File: src/rtl/pin_irq_pkg.sv
package pin_irq_pkg;
  localparam int SEL_W           = 4;
  localparam int FIELDS_PER_WORD = 4;
  localparam int IDX_MASK        = 0;
  localparam int IDX_RISE        = 1;
  localparam int IDX_FALL        = 2;
  localparam int IDX_PEND        = 3;
  localparam int IDX_SEL_BASE    = 4;
endpackage

File: src/rtl/pin_irq_sync.sv
module pin_irq_sync #(
  parameter int WIDTH = 8
) (
  input  logic             clk_i,
  input  logic             rst_ni,
  input  logic [WIDTH-1:0] d_i,
  output logic [WIDTH-1:0] q_o
);
  logic [WIDTH-1:0] stage1_q, stage2_q;

  always_ff @(posedge clk_i or negedge rst_ni) begin
    if (!rst_ni) begin
      stage1_q <= '0;
      stage2_q <= '0;
    end else begin
      stage1_q <= d_i;
      stage2_q <= stage1_q;
    end
  end

  assign q_o = stage2_q;
endmodule

File: src/rtl/pin_irq_regs.sv
module pin_irq_regs
  import pin_irq_pkg::*;
#(
  parameter int NUM_LINES = 16,
  parameter int DATA_W    = 32,
  parameter int ADDR_W    = 3
) (
  input  logic                              clk_i,
  input  logic                              rst_ni,
  input  logic                              wr_en_i,
  input  logic [ADDR_W-1:0]                 wr_addr_i,
  input  logic [DATA_W-1:0]                 wr_data_i,
  input  logic [ADDR_W-1:0]                 rd_addr_i,
  input  logic [NUM_LINES-1:0]              pend_i,
  output logic [DATA_W-1:0]                 rd_data_o,
  output logic [NUM_LINES-1:0]              mask_o,
  output logic [NUM_LINES-1:0]              rise_o,
  output logic [NUM_LINES-1:0]              fall_o,
  output logic [NUM_LINES-1:0][SEL_W-1:0]   sel_o,
  output logic [NUM_LINES-1:0][SEL_W-1:0]   sel_new_o,
  output logic [NUM_LINES-1:0]              sel_load_o,
  output logic [NUM_LINES-1:0]              pend_clr_o
);
  localparam int SEL_WORDS = (NUM_LINES + FIELDS_PER_WORD - 1) / FIELDS_PER_WORD;

  logic [NUM_LINES-1:0]            mask_q, rise_q, fall_q;
  logic [NUM_LINES-1:0][SEL_W-1:0] sel_q;
  logic [SEL_WORDS-1:0][DATA_W-1:0] sel_word;

  function automatic logic hit(input logic [ADDR_W-1:0] a, input int idx);
    return a == ADDR_W'(idx);
  endfunction

  always_ff @(posedge clk_i or negedge rst_ni) begin
    if (!rst_ni) begin
      mask_q <= '0;
      rise_q <= '0;
      fall_q <= '0;
    end else if (wr_en_i) begin
      if (hit(wr_addr_i, IDX_MASK)) mask_q <= wr_data_i[NUM_LINES-1:0];
      if (hit(wr_addr_i, IDX_RISE)) rise_q <= wr_data_i[NUM_LINES-1:0];
      if (hit(wr_addr_i, IDX_FALL)) fall_q <= wr_data_i[NUM_LINES-1:0];
    end
  end

  assign pend_clr_o = (wr_en_i && hit(wr_addr_i, IDX_PEND)) ? wr_data_i[NUM_LINES-1:0] : '0;

  for (genvar n = 0; n < NUM_LINES; n++) begin : g_sel
    localparam int WORD = n / FIELDS_PER_WORD;
    localparam int POS  = SEL_W * (n % FIELDS_PER_WORD);
    assign sel_new_o[n]  = wr_data_i[POS +: SEL_W];
    assign sel_load_o[n] = wr_en_i && hit(wr_addr_i, IDX_SEL_BASE + WORD);
    always_ff @(posedge clk_i or negedge rst_ni) begin
      if (!rst_ni)            sel_q[n] <= '0;
      else if (sel_load_o[n]) sel_q[n] <= sel_new_o[n];
    end
  end

  always_comb begin
    sel_word = '0;
    for (int n = 0; n < NUM_LINES; n++)
      sel_word[n / FIELDS_PER_WORD][SEL_W * (n % FIELDS_PER_WORD) +: SEL_W] = sel_q[n];
  end

  always_comb begin
    rd_data_o = '0;
    if (hit(rd_addr_i, IDX_MASK)) rd_data_o[NUM_LINES-1:0] = mask_q;
    if (hit(rd_addr_i, IDX_RISE)) rd_data_o[NUM_LINES-1:0] = rise_q;
    if (hit(rd_addr_i, IDX_FALL)) rd_data_o[NUM_LINES-1:0] = fall_q;
    if (hit(rd_addr_i, IDX_PEND)) rd_data_o[NUM_LINES-1:0] = pend_i;
    for (int k = 0; k < SEL_WORDS; k++)
      if (hit(rd_addr_i, IDX_SEL_BASE + k)) rd_data_o = sel_word[k];
  end

  assign mask_o = mask_q;
  assign rise_o = rise_q;
  assign fall_o = fall_q;
  assign sel_o  = sel_q;

  assert_mask_write_R9: assert property (@(posedge clk_i) disable iff (!rst_ni)
    (wr_en_i && hit(wr_addr_i, IDX_MASK)) |=> mask_o == $past(wr_data_i[NUM_LINES-1:0]));
endmodule

File: src/rtl/pin_irq_line.sv
module pin_irq_line
  import pin_irq_pkg::*;
#(
  parameter int NUM_PORTS = 8
) (
  input  logic                 clk_i,
  input  logic                 rst_ni,
  input  logic [NUM_PORTS-1:0] pins_i,
  input  logic [SEL_W-1:0]     sel_i,
  input  logic [SEL_W-1:0]     sel_new_i,
  input  logic                 sel_load_i,
  input  logic                 rise_en_i,
  input  logic                 fall_en_i,
  input  logic                 clr_i,
  output logic                 pend_o
);
  logic cur, reload_val, prev_q, pend_q, edge_hit;

  function automatic logic pick(input logic [NUM_PORTS-1:0] v, input logic [SEL_W-1:0] s);
    logic r;
    r = 1'b0;
    for (int p = 0; p < NUM_PORTS; p++)
      if (s == SEL_W'(p)) r = v[p];
    return r;
  endfunction

  assign cur        = pick(pins_i, sel_i);
  assign reload_val = pick(pins_i, sel_new_i);
  assign edge_hit   = (rise_en_i & cur & ~prev_q) | (fall_en_i & ~cur & prev_q);

  always_ff @(posedge clk_i or negedge rst_ni) begin
    if (!rst_ni) begin
      prev_q <= 1'b0;
      pend_q <= 1'b0;
    end else begin
      // selector write: restart history from the new input
      prev_q <= sel_load_i ? reload_val : cur;
      pend_q <= (pend_q & ~clr_i) | edge_hit;
    end
  end

  assign pend_o = pend_q;

  assert_edge_sets_R6: assert property (@(posedge clk_i) disable iff (!rst_ni)
    edge_hit |=> pend_q);
  assert_hold_R5: assert property (@(posedge clk_i) disable iff (!rst_ni)
    (!edge_hit && !clr_i) |=> pend_q == $past(pend_q));
  assert_clear_R5: assert property (@(posedge clk_i) disable iff (!rst_ni)
    (clr_i && !edge_hit) |=> !pend_q);
  assert_set_cause_R3: assert property (@(posedge clk_i) disable iff (!rst_ni)
    $rose(pend_q) |-> $past(edge_hit));
endmodule

File: src/rtl/pin_irq_ctrl.sv
module pin_irq_ctrl
  import pin_irq_pkg::*;
#(
  parameter int NUM_LINES = 16,
  parameter int NUM_PORTS = 8,
  parameter int DATA_W    = 32,
  localparam int SEL_WORDS = (NUM_LINES + FIELDS_PER_WORD - 1) / FIELDS_PER_WORD,
  localparam int ADDR_W    = $clog2(IDX_SEL_BASE + SEL_WORDS),
  localparam int PIN_W     = NUM_PORTS * NUM_LINES
) (
  input  logic                 clk_i,
  input  logic                 rst_ni,
  input  logic [PIN_W-1:0]     port_pins_i,
  input  logic                 wr_en_i,
  input  logic [ADDR_W-1:0]    wr_addr_i,
  input  logic [DATA_W-1:0]    wr_data_i,
  input  logic [ADDR_W-1:0]    rd_addr_i,
  output logic [DATA_W-1:0]    rd_data_o,
  output logic [NUM_LINES-1:0] irq_o
);
  logic [PIN_W-1:0]                pins_sync;
  logic [NUM_LINES-1:0]            mask, rise, fall, pend, sel_load, pend_clr;
  logic [NUM_LINES-1:0][SEL_W-1:0] sel, sel_new;

  pin_irq_sync #(.WIDTH(PIN_W)) u_sync (
    .clk_i, .rst_ni, .d_i(port_pins_i), .q_o(pins_sync)
  );

  pin_irq_regs #(.NUM_LINES(NUM_LINES), .DATA_W(DATA_W), .ADDR_W(ADDR_W)) u_regs (
    .clk_i, .rst_ni, .wr_en_i, .wr_addr_i, .wr_data_i, .rd_addr_i,
    .pend_i(pend), .rd_data_o, .mask_o(mask), .rise_o(rise), .fall_o(fall),
    .sel_o(sel), .sel_new_o(sel_new), .sel_load_o(sel_load), .pend_clr_o(pend_clr)
  );

  for (genvar n = 0; n < NUM_LINES; n++) begin : g_line
    logic [NUM_PORTS-1:0] line_pins;
    for (genvar p = 0; p < NUM_PORTS; p++) begin : g_port
      assign line_pins[p] = pins_sync[p*NUM_LINES + n];
    end
    pin_irq_line #(.NUM_PORTS(NUM_PORTS)) u_line (
      .clk_i, .rst_ni, .pins_i(line_pins), .sel_i(sel[n]), .sel_new_i(sel_new[n]),
      .sel_load_i(sel_load[n]), .rise_en_i(rise[n]), .fall_en_i(fall[n]),
      .clr_i(pend_clr[n]), .pend_o(pend[n])
    );
  end

  assign irq_o = pend & mask;
endmodule

File: config.mk
export PLATFORM = sky130hd
export DESIGN_NAME = pin_irq_ctrl
export DESIGN_NICKNAME = d
export VERILOG_FILES = /design/src/rtl/pin_irq_pkg.sv /design/src/rtl/pin_irq_sync.sv /design/src/rtl/pin_irq_regs.sv /design/src/rtl/pin_irq_line.sv /design/src/rtl/pin_irq_ctrl.sv
export SDC_FILE = /design/constraint.sdc
export NUM_CORES = 1
export LEC_CHECK = 0
export ABC_CLOCK_PERIOD_IN_PS = 2000
export BUFFER_PORTS_ARGS = -buffer_cell sky130_fd_sc_hd__buf_2
export CAP_MARGIN = 10
export CORE_MARGIN = 2
export CORE_UTILIZATION = 57
export CTS_CLUSTER_DIAMETER = 150
export DETAILED_ROUTE_END_ITERATION = 7
export GPL_TIMING_DRIVEN = 1
export PLACE_DENSITY = 0.81
export SLEW_MARGIN = 30
export SYNTH_ARGS = -nofsm -noshare
export SYNTH_HDL_FRONTEND = slang
export SYNTH_SLANG_ARGS = --single-unit
File: constraint.sdc
create_clock -name clk_i -period 2 [get_ports clk_i]
set_input_delay 0.3 -clock clk_i [delete_from_list [all_inputs] [get_ports clk_i]]
set_output_delay 0.3 -clock clk_i [all_outputs]
set_load 0.01 [all_outputs]
## Yosys cells after proc, flatten, opt, wreduce, memory -nomap -nowiden

Cells that the tools add are included.

| operators by class | value |
|---|---|
| eq/ne operators | 154 |
| bitwise logic cells | 161 |
| reduce and logical (&&, ||, !) cells | 30 |
| multiplexer cells | 281 |

Operators by type and width:

| kind | number |
|---|---|
| 4-bit by 3-bit equality test with 1-bit output (second input constant) | 80 |
| 1-bit 2-to-1 mux | 272 |
| 4-bit by 2-bit equality test with 1-bit output (second input constant) | 40 |
| 16-bit 2-to-1 mux | 6 |
| 32-bit 2-to-1 mux | 3 |
| 1-bit AND | 80 |
| 4-bit by 1-bit equality test with 1-bit output (second input constant) | 20 |
| 4-bit logical NOT | 20 |
| 1-bit NOT | 48 |
| 1-bit bitwise OR | 32 |
| 3-bit equality test (second input constant) | 8 |
| 16-bit AND | 1 |
| 3-bit by 2-bit equality test with 1-bit output (second input constant) | 4 |
| 3-bit by 1-bit equality test with 1-bit output (second input constant) | 2 |
| 3-bit logical NOT | 2 |
| 2-bit AND reduction | 3 |
| 1-bit logical AND | 5 |

| word-level totals | value |
|---|---|
| input port bits | 169 |
| bits in registers | 400 |
| logic and storage cells | 679 |
| output and inout port bits | 48 |

## Logic depth before layout (Yosys ltp)

| depth | value |
|---|---|
| depth in word-level cells | 14 |
| gate-level depth with buffers | 7 |
| mapped depth without buffers | 5 |

## Cells and area by module

Synthesis repeated with hierarchy kept, for this count alone.

| second synthesis, totals | value |
|---|---|
| cell total of the unflattened synthesis | 1207 |
| area total of the unflattened synthesis | 16429.5 µm² |

By module, submodules not included:

| module | area an instance (µm²) | times used | cells an instance |
|---|---|---|---|
| pin_irq_sync | 6406.1 | 1 | 256 |
| pin_irq_regs | 6299.8 | 1 | 615 |
| pin_irq_line | 226.5 | 16 | 20 |
| pin_irq_ctrl | 100.1 | 1 | 16 |

## Worst setup path after synthesis

OpenSTA, ideal clock, no wires.

| timing | value |
|---|---|
| path kind | input -> output |
| start point | input port rd_addr_i[0] |
| end point | output port rd_data_o[12] |
| data required time | 1.700 ns |
| arrival time | 1.413 ns |
| stages on the path | 5 |
| setup slack | 0.287 ns |
| path through | buf_2 > buf_4 > mux4_2 > o21ai_0 > nand2_1 |

| on the way | value |
|---|---|
| longest elaborated chain between the ends | 9 |

Ends and longest elaborated chain:

| what | line | text |
|---|---|---|
| from (decl) | pin_irq_ctrl.sv:17 | `input logic [ADDR_W-1:0] rd_addr_i,` |
| 3-bit logical NOT | pin_irq_regs.sv:31 | `return a == ADDR_W'(idx);` |
| 16-bit 2-to-1 mux | pin_irq_regs.sv:67 | `if (hit(rd_addr_i, IDX_MASK)) rd_data_o[NUM_LINES-1:0] = mask_q;` |
| 16-bit 2-to-1 mux | pin_irq_regs.sv:68 | `if (hit(rd_addr_i, IDX_RISE)) rd_data_o[NUM_LINES-1:0] = rise_q;` |
| 16-bit 2-to-1 mux | pin_irq_regs.sv:69 | `if (hit(rd_addr_i, IDX_FALL)) rd_data_o[NUM_LINES-1:0] = fall_q;` |
| 16-bit 2-to-1 mux | pin_irq_regs.sv:70 | `if (hit(rd_addr_i, IDX_PEND)) rd_data_o[NUM_LINES-1:0] = pend_i;` |
| 16-bit 2-to-1 mux | pin_irq_regs.sv:72 | `if (hit(rd_addr_i, IDX_SEL_BASE + k)) rd_data_o = sel_word[k];` |
| 32-bit 2-to-1 mux (2 in series) | pin_irq_regs.sv:72 |  |
| 32-bit 2-to-1 mux (*) | pin_irq_regs.sv:72 |  |
| to (decl) | pin_irq_ctrl.sv:18 | `output logic [DATA_W-1:0] rd_data_o,` |

Every way passes the cells marked *; elsewhere a longest branch is shown, timed or not.

## Worst setup path in the final report

| timing | value |
|---|---|
| start point | register u_regs.mask_q[9] (netlist: u_regs.mask_o[9]) |
| end point | output port rd_data_o[9] |

| on the way | value |
|---|---|
| longest elaborated chain between the ends | 8 |

Ends and longest elaborated chain:

| what | line | text |
|---|---|---|
| from (decl) | pin_irq_regs.sv:26 | `logic [NUM_LINES-1:0] mask_q, rise_q, fall_q;` |
| from (signal assigned) | pin_irq_regs.sv:40 | `if (hit(wr_addr_i, IDX_MASK)) mask_q <= wr_data_i[NUM_LINES-1:0];` |
| 16-bit 2-to-1 mux | pin_irq_regs.sv:67 |  |
| 16-bit 2-to-1 mux | pin_irq_regs.sv:68 |  |
| 16-bit 2-to-1 mux | pin_irq_regs.sv:69 |  |
| 16-bit 2-to-1 mux | pin_irq_regs.sv:70 |  |
| 16-bit 2-to-1 mux | pin_irq_regs.sv:72 |  |
| 32-bit 2-to-1 mux (3 in series) | pin_irq_regs.sv:72 |  |

No other way between the ends.

==> metrics <==
first-pass GRT wire length 67.5 mm; Ports about 220; Synth Flop Type dfrtp_1; Die Y ~170 um; kind of cell adding the most delay to the critical path compound AO/OA/AOI/OAI gates; DR WL/cell 20.8 um; GRT Total Usage a little under a third; CTS Sinks 400; Psw ~0.006 W; CTS tree built; Num CTS Buffers 41; Clock Tree Root clkbuf_16; CP endpoint kind output port; synthesized instance count between 1,000 and 1,500; nets roughly 1,800; Yosys warning count 0; worst-path cell chain mux2_2 > a22oi_1 > o221ai_2 > o21ai_1 > nand2_1 > buf_2; Horiz. Die Dim approximately 170 um; clock transition at the registers of the reported paths approximately 0.060 ns; Synth async-reset ratio 100%; Post-Syn Area between 0.015 and 0.02 mm^2; Crit Path Max Fanout 2; worst setup margin -0.209 ns; largest net degree at the start of global routing between 80 and 90; failing checks setup timing; vias in the first global route about 13,000; CP max-delay cell dfrtp_1; H-tree levels 2; Synth top area share between 60 and 70%; worst reg-to-reg path cell count 5; start point of the critical path u_regs.mask_o[9]; r2r startpoint u_regs.sel_o[48]; initial antenna violation count 0; worst-skew pair later-pin latency between 0.5 and 0.6 ns; Seq cells post-synth 400; Peak VDD IR 0.795 mV; largest cells by area after synthesis dfrtp_1, mux2_2, nand2_1, mux4_2, mux2i_1; Buf/Inv on CP 1; DR vias about 12,000; Hold Crit Depth 3; Post-synth EDFFs 0; Finish-stage setup viols 12; Routed WL ~43 mm; measured slew at the worst slew-check pin between 0.6 and 0.7 ns; Yosys cell types 55; Fmax 453 MHz; Slew HR about 59%; setup slack at placement -0.0923 ns; CP required around 1.7 ns; Placeable Area about 0.028 mm^2; DRT iter0 DRCs between 1,000 and 1,500; detailed placer's ending HPWL 26.5 mm; RSZ-0062 raised after global routing yes; vias per cell ~5.8; clk_skew between 0.015 and 0.02 ns; Comb pwr share between 10% and 20%; most common cell after layout, fill and taps aside dfrtp_1; power consumption 0.0219 W; port buffer count between 150 and 200; CP Class reg -> out; Max Slew Vio Count 0; Hold Crit Class in -> reg; DR pass1 iterations 7; Critical Path AT approximately 1.9 ns; sequential element share of the synthesized area between 60% and 70%; Routability Congestion slightly below 0.9; grt ovf 0; commonest cells after routing, fill and taps aside dfrtp_1, nand2_1, buf_2; fin crit period 2.21 ns; power share of the clock group between 30% and 40%; mean post-synth cell area about 12 um^2; row cnt a little over 60; FF-to-FF End g_line[12].u_line.pend_o; Worst setup SP type register; top cell type by total area after synthesis dfrtp_1; DRC Markers 0; Antenna Violating Nets Remaining 0; Reg power frac 45.2%; Worst path max stage delay approximately 0.38 ns; Final Hold Fails 0; status finished, violations left; Worst path depth 6; Pwr Density approximately 1100 mW/mm^2; CP endpoint rd_data_o[9]; fin crit share 110%; Sw Share 27.1%; clk buf depth 3; fraction of layout cells with a size suffix above 1 between 20% and 30%; P&R area growth vs syn 29.7%; MaxCap Viol Count 0; LEAKAGE approximately 9.5 nW; initial core utilization 57.6%; Internal Dissipation around 0.016 W; R2R Setup Slk ~0.14 ns; die area slightly below 0.03 mm^2
[flip-flops by register name, indices dropped and copies added, names as in the netlist]
| register | cells |
|---|---|
| g_line.u_line.prev_q | 16 |
| u_sync.q_o | 128 |
| g_line.u_line.pend_o | 16 |
| u_sync.stage1_q | 128 |
| u_regs.sel_o | 64 |
| u_regs.rise_o | 16 |
| u_regs.mask_o | 16 |
| u_regs.fall_o | 16 |
[through the flow]
stage	TNS, ns	util [%]	hold slack, ns	cells	cell area (um^2)
floorplan	0	-	0.00441	1306	16000
global placement	-0.174	63.5	0.229	1845	17600
detailed placement	-0.345	63.5	0.232	1845	17600
CTS	-1.45	74.4	0.119	2074	20600
global route	-2.19	74.7	0.160	2079	20700
finish	-1.51	74.7	0.142	2080	20700
[cells in the mapped netlist, drive strengths merged, types with 3 or more instances]
library cell	instances
dfrtp	400
nand2	201
o21ai	75
mux2	74
mux2i	56
buf	53
a21oi	49
clkbuf	43
inv	35
mux4	32
nor2	32
a31oi	20
nand3b	18
and2	17
a22oi	16
nand3	16
nor2b	16
o211ai	14
o22ai	13
o311ai	13
nor3	11
o221ai	10
a211oi	8
nand2b	8
and3b	6
or3	6
nand4b	5
a2111oi	4
a21boi	4
nand4	4
a221oi	3
a22o	3
a2bb2oi	3
and3	3
nor3b	3
o21a	3
o2bb2ai	3
[area by class of cell]
class                           instances  area [um^2]
Antenna cell                            1         2.50
Clock buffer                           49         1140
Clock inverter                         26          348
Fill cell                            1691         7000
Inverter                               35          131
Multi-Input combinational cell        775         5500
Sequential cell                       400        10000
Tap cell                              378          473
Timing Repair Buffer                  416         3100
[power by group through the flow]
stage	combinational, W	clock, W	sequential [W]
floorplan	0.00199	0	0.00966
global placement	0.00296	0	0.00996
detailed placement	0.00306	0	0.0100
CTS	0.00354	0.00831	0.00984
global route	0.00399	0.00872	0.00999
finish	0.00369	0.00828	0.00989
[per-layer routing]
layer  track usage [%]  wire [um]  vias up
li1                  -          -     5291
met1              38.4      16400     6050
met2              51.0      21800      660
met3              5.34       3280      136
met4              12.9       1740        0
met5                 0          0        -
[worst min-delay path by stage]
stage          slack (ns)                      end           from
6_report             0.14         u_regs.sel_o[47]  wr_data_i[15]
5_1_grt              0.16         u_regs.sel_o[47]  wr_data_i[15]
4_1_cts              0.12         u_regs.sel_o[47]  wr_data_i[15]
3_5_place_dp         0.23      u_sync.stage1_q[62]         rst_ni
3_3_place_gp         0.23      u_sync.stage1_q[62]         rst_ni
2_1_floorplan       0.004  g_line[0].u_line.pend_o         rst_ni
[worst register-to-register path: stages, from the launching register on]
cell	delay, ns
dfrtp_1	0.50
mux4_2	0.55
o211ai_1	0.35
buf_4	0.20
nand3_1	0.07
o311ai_0	0.08
[logic make-up (layout without fill, tap and decap cells)]
| logic type | count (synthesis) | after routing | share of synthesized area [%] |
|---|---|---|---|
| AOI/OAI and AO/OA | 248 | 248 | 9.82 |
| buffers and inverters | 131 | 526 | 3.89 |
| DFF | 400 | 400 | 62.7 |
| muxes | 162 | 162 | 13.3 |
| other | 1 | 17 | 0.0235 |
| and+or+nand+nor | 349 | 349 | 10.3 |
[repair_timing]
action                                  4_1_cts  5_1_grt
endpoints found under the setup margin       14       16
setup buffers                                25        6
pin swaps                                    16       14
hold buffers                                129        0
gates resized for setup                      18       21
hold endpoints to repair                    166        0
(Power assumes the default switching activity.)
